--- config.mk ---
export PLATFORM = sky130hd
export DESIGN_NAME = loop_branch_ctrl
export DESIGN_NICKNAME = d
export VERILOG_FILES = /design/src/rtl/loop_branch_pkg.sv /design/src/rtl/loop_counters.sv /design/src/rtl/loop_decide.sv /design/src/rtl/loop_branch_ctrl.sv
export SDC_FILE = /design/constraint.sdc
export NUM_CORES = 1
export LEC_CHECK = 0
export BUFFER_PORTS_ARGS = -buffer_cell sky130_fd_sc_hd__buf_4
export CAP_MARGIN = 15
export CORE_MARGIN = 2
export CORE_UTILIZATION = 45
export CTS_BUF_LIST = sky130_fd_sc_hd__clkbuf_16
export DETAILED_ROUTE_END_ITERATION = 6
export PLACE_DENSITY = 0.84
export SETUP_SLACK_MARGIN = 0.15
export SYNTH_ARGS = -nofsm -noshare
export SYNTH_HDL_FRONTEND = slang
export SYNTH_HIERARCHICAL = 1
export SYNTH_SLANG_ARGS = --single-unit
--- constraint.sdc ---
create_clock -name clk -period 11.17 [get_ports clk]
set_input_delay 3.351 -clock clk [delete_from_list [all_inputs] [get_ports clk]]
set_output_delay 3.351 -clock clk [all_outputs]
set_load 0.005 [all_outputs]
--- src/rtl/loop_branch_pkg.sv ---
package loop_branch_pkg;
  typedef enum logic {
    MODE_SIMPLE = 1'b0,
    MODE_PIPE   = 1'b1
  } brMode_e;

  typedef struct packed {
    logic decLc;
    logic decEc;
    logic take;
    logic rot;
    logic pred;
  } loopStrobe_t;
endpackage

--- src/rtl/loop_counters.sv ---
module loop_counters
  import loop_branch_pkg::*;
#(
  parameter int CNT_W = 64
) (
  input  logic             clk,
  input  logic             rstN,
  input  loopStrobe_t      strobe,
  input  logic             lcWrEn,
  input  logic [CNT_W-1:0] lcWrData,
  input  logic             ecWrEn,
  input  logic [CNT_W-1:0] ecWrData,
  output logic [CNT_W-1:0] lcQ,
  output logic [CNT_W-1:0] ecQ,
  output logic             lcZero,
  output logic             ecZero,
  output logic             ecOne
);
  localparam logic [CNT_W-1:0] ONE = CNT_W'(1);

  logic [CNT_W-1:0] lcNext;
  logic [CNT_W-1:0] ecNext;

  always_comb begin
    lcNext = lcQ;
    if (lcWrEn)            lcNext = lcWrData;
    else if (strobe.decLc) lcNext = lcQ - ONE;
  end

  always_comb begin
    ecNext = ecQ;
    if (ecWrEn)            ecNext = ecWrData;
    else if (strobe.decEc) ecNext = ecQ - ONE;
  end

  always_ff @(posedge clk) begin
    if (!rstN) begin
      lcQ <= '0;
      ecQ <= '0;
    end else begin
      lcQ <= lcNext;
      ecQ <= ecNext;
    end
  end

  assign lcZero = (lcQ == '0);
  assign ecZero = (ecQ == '0);
  assign ecOne  = (ecQ == ONE);

  // a granted decrement lowers the trip count by exactly one
  a_r2_lc_step: assert property (@(posedge clk) disable iff (!rstN)
    (strobe.decLc && !lcWrEn) |=> (lcQ == $past(lcQ) - ONE));

  // a granted drain step lowers the drain count by exactly one
  a_r5_ec_step: assert property (@(posedge clk) disable iff (!rstN)
    (strobe.decEc && !ecWrEn) |=> (ecQ == $past(ecQ) - ONE));

  // a write wins over any branch update
  a_r8_wr_wins: assert property (@(posedge clk) disable iff (!rstN)
    lcWrEn |=> (lcQ == $past(lcWrData)));

  // no write and no decrement leaves the drain count unchanged
  a_r9_ec_hold: assert property (@(posedge clk) disable iff (!rstN)
    (!strobe.decEc && !ecWrEn) |=> $stable(ecQ));
endmodule

--- src/rtl/loop_decide.sv ---
module loop_decide
  import loop_branch_pkg::*;
(
  input  logic        clk,
  input  logic        rstN,
  input  logic        brValid,
  input  brMode_e     brMode,
  input  logic        lcZero,
  input  logic        ecZero,
  input  logic        ecOne,
  output loopStrobe_t strobe
);
  always_comb begin
    strobe = '0;
    if (brValid) begin
      if (!lcZero) begin
        strobe.decLc = 1'b1;
        strobe.take  = 1'b1;
        if (brMode == MODE_PIPE) begin
          strobe.pred = 1'b1;
          strobe.rot  = 1'b1;
        end
      end else if (brMode == MODE_PIPE && !ecZero) begin
        strobe.decEc = 1'b1;
        strobe.rot   = 1'b1;
        strobe.take  = !ecOne;
      end
    end
  end

  // a 1 is injected only while trips remain
  a_r4_pred_needs_trip: assert property (@(posedge clk) disable iff (!rstN)
    strobe.pred |-> !lcZero);

  // both counters spent means a quiet fall-through
  a_r7_rest_quiet: assert property (@(posedge clk) disable iff (!rstN)
    (brValid && lcZero && ecZero) |-> (!strobe.rot && !strobe.take));

  // simple mode never rotates or touches the drain counter
  a_r10_simple_norot: assert property (@(posedge clk) disable iff (!rstN)
    (brMode == MODE_SIMPLE) |-> (!strobe.rot && !strobe.decEc));

  // no branch event means no strobes
  a_r9_idle: assert property (@(posedge clk) disable iff (!rstN)
    !brValid |-> (strobe == '0));
endmodule

--- src/rtl/loop_branch_ctrl.sv ---
module loop_branch_ctrl
  import loop_branch_pkg::*;
#(
  parameter int CNT_W = 64
) (
  input  logic             clk,
  input  logic             rstN,
  input  logic             brValid,
  input  logic             brMode,
  input  logic             lcWrEn,
  input  logic [CNT_W-1:0] lcWrData,
  input  logic             ecWrEn,
  input  logic [CNT_W-1:0] ecWrData,
  output logic             taken,
  output logic             stagePred,
  output logic             rotate,
  output logic [CNT_W-1:0] lcValue,
  output logic [CNT_W-1:0] ecValue
);
  loopStrobe_t strobe;
  logic        lcZero;
  logic        ecZero;
  logic        ecOne;

  loop_decide u_decide (
    .clk     (clk),
    .rstN    (rstN),
    .brValid (brValid),
    .brMode  (brMode_e'(brMode)),
    .lcZero  (lcZero),
    .ecZero  (ecZero),
    .ecOne   (ecOne),
    .strobe  (strobe)
  );

  loop_counters #(.CNT_W(CNT_W)) u_counters (
    .clk      (clk),
    .rstN     (rstN),
    .strobe   (strobe),
    .lcWrEn   (lcWrEn),
    .lcWrData (lcWrData),
    .ecWrEn   (ecWrEn),
    .ecWrData (ecWrData),
    .lcQ      (lcValue),
    .ecQ      (ecValue),
    .lcZero   (lcZero),
    .ecZero   (ecZero),
    .ecOne    (ecOne)
  );

  assign taken     = strobe.take;
  assign stagePred = strobe.pred;
  assign rotate    = strobe.rot;

  // the last drain step rotates but falls through
  a_r6_last_drain: assert property (@(posedge clk) disable iff (!rstN)
    (brValid && brMode && lcZero && ecOne) |-> (rotate && !taken && !stagePred));
endmodule

==> results.cfg <==
[synthesis]
synth_warnings = 6
async_flop_share_pct = 0
avgSynthCellArea_um2 = 7.846
synthesis.area_um2 = 7674
synth-edff-count = 0
synth_cell_type_count = 57
synth_seq_cells = 128
syn-num-nets = 1115
synth_cells = 978
synth_flop_cell = dfxtp_1
ys_seq_area_share_pct = 33.39

[placed_design]
place_inst = 1406
dp_hpwl_mm = 18.95
io_buffers = 264
place_area_um2 = 9748
gp_congestion = 0.8436

[worst_setup_path]
r2r_slack_ns = 5.76
critical_path_required_ns = 7.82
cp_slowest_stage_delay_ns = 0.23
start_kind = input port
slowest_stage = or2_1
r2r-start = u_counters/lcQ[34]$_SDFFE_PN0P_
cp.arrival_ns = 4.16
cp_max_fo = 14
worst-r2r-cell-count = 10
crit_chain = buf_4 > nor2b_1 > buf_4 > or2_1 > buf_4
startpoint = brValid
crit_type = in2out
rr_endpoint = u_counters/ecQ[52]$_SDFFE_PN0P_
cp-end-kind = primary output
cp_common_cell = buf_4

[die]
die_w_um = 134.6
dieArea_um2 = 18110
core_um2 = 16640
num_rows = 47
start_util_pct = 46.11
io_pins = 265
die_h_um = 134.6

[clock_tree]
cts.sinks = 128
cts_resized = 0
clock_path_buffers = 2
cts-root-buf = clkbuf_16
cts_setup_buffers = 0
numCtsBuffers = 17
clock_latency_ns = 0.42
cts_tree = built
cts.clk_slew.worst_paths_ns = 0.05
cts_htree_levels = 4
hold_buffers = 0

[final_layout]
final_util_pct = 61.91
area_growth_syn_to_layout_pct = 34.26
drive_gt1_share_pct = 26.75
stdcell_area_um2 = 10300
fin_cells = 1435
nNetsFinal = 1342
diodes = 0

[sta]
finalHoldViolations = 0
fmax_mhz = 133.2
tightest_slew_ns = 1.118
tns_ns = 0
slew_headroom_pct = 25.02
rsz0062_at_grt = no
setup_viol = 0
finalCritPeriodShare_pct = 67.21
fin_skew_ns = 0.007195
min_period_ns = 7.507
slew_violations = 0

[grt]
grt-busiest-layer = met2
grt_first_pass_wirelength_mm = 41.43
grt_use_met2_pct = 47.56
grt_max_degree = 109
overflow = 0
met1_usage_pct = 35.14
grt_util_met3_pct = 6.607
grt_pass1_vias = 8068
grt_use_total_pct = 28.17
antenna_found_initial = 0

[status]
run_status = complete, no violations

[routing]
ant_nets = 0
drt_first_pass_iters = 7
viasPerCell = 6.210
drcViolationCount = 0
wirelength_mm = 26.84
vias = 8912
post_drt_wl_per_cell_um = 18.70
first_iter_violations = 924

[run]
drv_cap = 0

[min_path]
hold_path_class = reg2reg
whs_path_depth = 2
min_to = u_counters/ecQ[42]$_SDFFE_PN0P_
hp-start = u_counters/ecQ[42]$_SDFFE_PN0P_

[pwr]
leakage_nw = 4.003
ir_drop_uv = 104.9
p_per_area_nw_per_um2 = 130.8
[per-layer routing]
layer,vias to the layer above,wire (um)
li1,4239,-
met1,4179,10780
met2,446,13060
met3,48,2398
met4,0,599
met5,-,0
[cells in the final DEF, fill, tap and decap left out, types with 5 or more instances in the layout]
cell and n:
a31oi_1 37, inv_1 12, mux2i_1 7, nand4b_1 8, xor2_1 23, o21ai_0 84, nor3b_1 6, and4_1 10
o311a_1 6, nand3_1 25, nor2_1 89, or4_4 6, buf_4 271, or2_2 13, nor4_1 44, nand2b_1 10
xnor2_1 32, nand2_1 49, o211ai_1 5, a311oi_1 10, o31ai_1 30, nand4_1 19, or3_1 22, clkbuf_16 17
or4_1 43, and3_1 10, nor3_1 58, a211oi_1 35, a21oi_1 39, nor2b_1 9, dfxtp_1 128
[logic make-up (layout without fill, tap and decap cells)]
group | count (synthesis) | after routing | synth area share [%]
simple gates | 445 | 445 | 33.21
compound gates | 264 | 264 | 21.95
flops | 128 | 128 | 33.39
buf+inv | 76 | 313 | 3.766
xor+xnor | 55 | 55 | 6.277
mux | 7 | 7 | 0.9131
fa+ha+maj | 3 | 3 | 0.4892
[report_power, final]
| part | leakage (nW) | total [mW] | internal (mW) | switching (mW) |
|---|---|---|---|---|
| clock | 0.283 | 0.546 | 0.341 | 0.205 |
| combinational | 2.66 | 0.263 | 0.130 | 0.133 |
| sequential | 1.06 | 0.539 | 0.490 | 0.0492 |
| total | 4.00 | 1.35 | 0.961 | 0.387 |
[critical path: cells and delay by family]
family | cells | cell delay, ns
buffers and inverters | 3 | 0.46
AND/OR/NAND/NOR | 2 | 0.35
[worst max-delay path by stage]
stage	end	cells after the start
3_3_place_gp	taken	5
3_5_place_dp	taken	5
2_1_floorplan	taken	2
5_1_grt	taken	5
6_report	taken	5
4_1_cts	taken	5
[registers in the layout, indices dropped and copies added, names as in the netlist]
signal / flops
u_counters/ecQ: 64
u_counters/lcQ: 64
[cells in the mapped netlist, types with 7 or more instances]
cell	instances	share of area, %
dfxtp_1	128	33
nor2_1	89	4.4
o21ai_0	84	5.5
nor3_1	58	3.8
nand2_1	49	2.4
clkbuf_1	48	2.3
nor4_1	44	3.6
or4_1	43	4.2
a21oi_1	39	2.5
a31oi_1	37	3.0
a211oi_1	35	3.4
xnor2_1	32	3.7
o31ai_1	30	2.9
nand3_1	25	1.6
xor2_1	23	2.6
or3_1	22	1.8
nand4_1	19	1.5
or2_2	13	1.1
buf_1	12	0.59
inv_1	11	0.54
a311oi_1	10	1.1
and3_1	10	0.82
and4_1	10	1.1
nand2b_1	10	0.82
nor2b_1	9	0.73
nand4b_1	8	0.91
mux2i_1	7	0.91
nor3b_1	7	0.68
[per-stage QoR]
step / hold slack, ns / worst slack [ns] / power [mW]
2_1_floorplan: 0.4906 / 4.079 / 0.6739
3_3_place_gp: 0.4960 / 3.659 / 0.7984
3_5_place_dp: 0.5064 / 3.664 / 0.8046
4_1_cts: 0.5192 / 3.663 / 1.348
5_1_grt: 0.5510 / 3.634 / 1.398
6_report: 0.5147 / 3.663 / 1.347
[final cells by class]
cell class              count  area (um^2)
fillers                  1491         6340
repair buffers            271         2034
flip-flops and latches    128         2562
clock buffers              17        425.4
multi-input cells         774         4827
inverters                  13        48.80
well taps                 220        275.3
clock inverters            12        128.9
(Power assumes the default switching activity.)
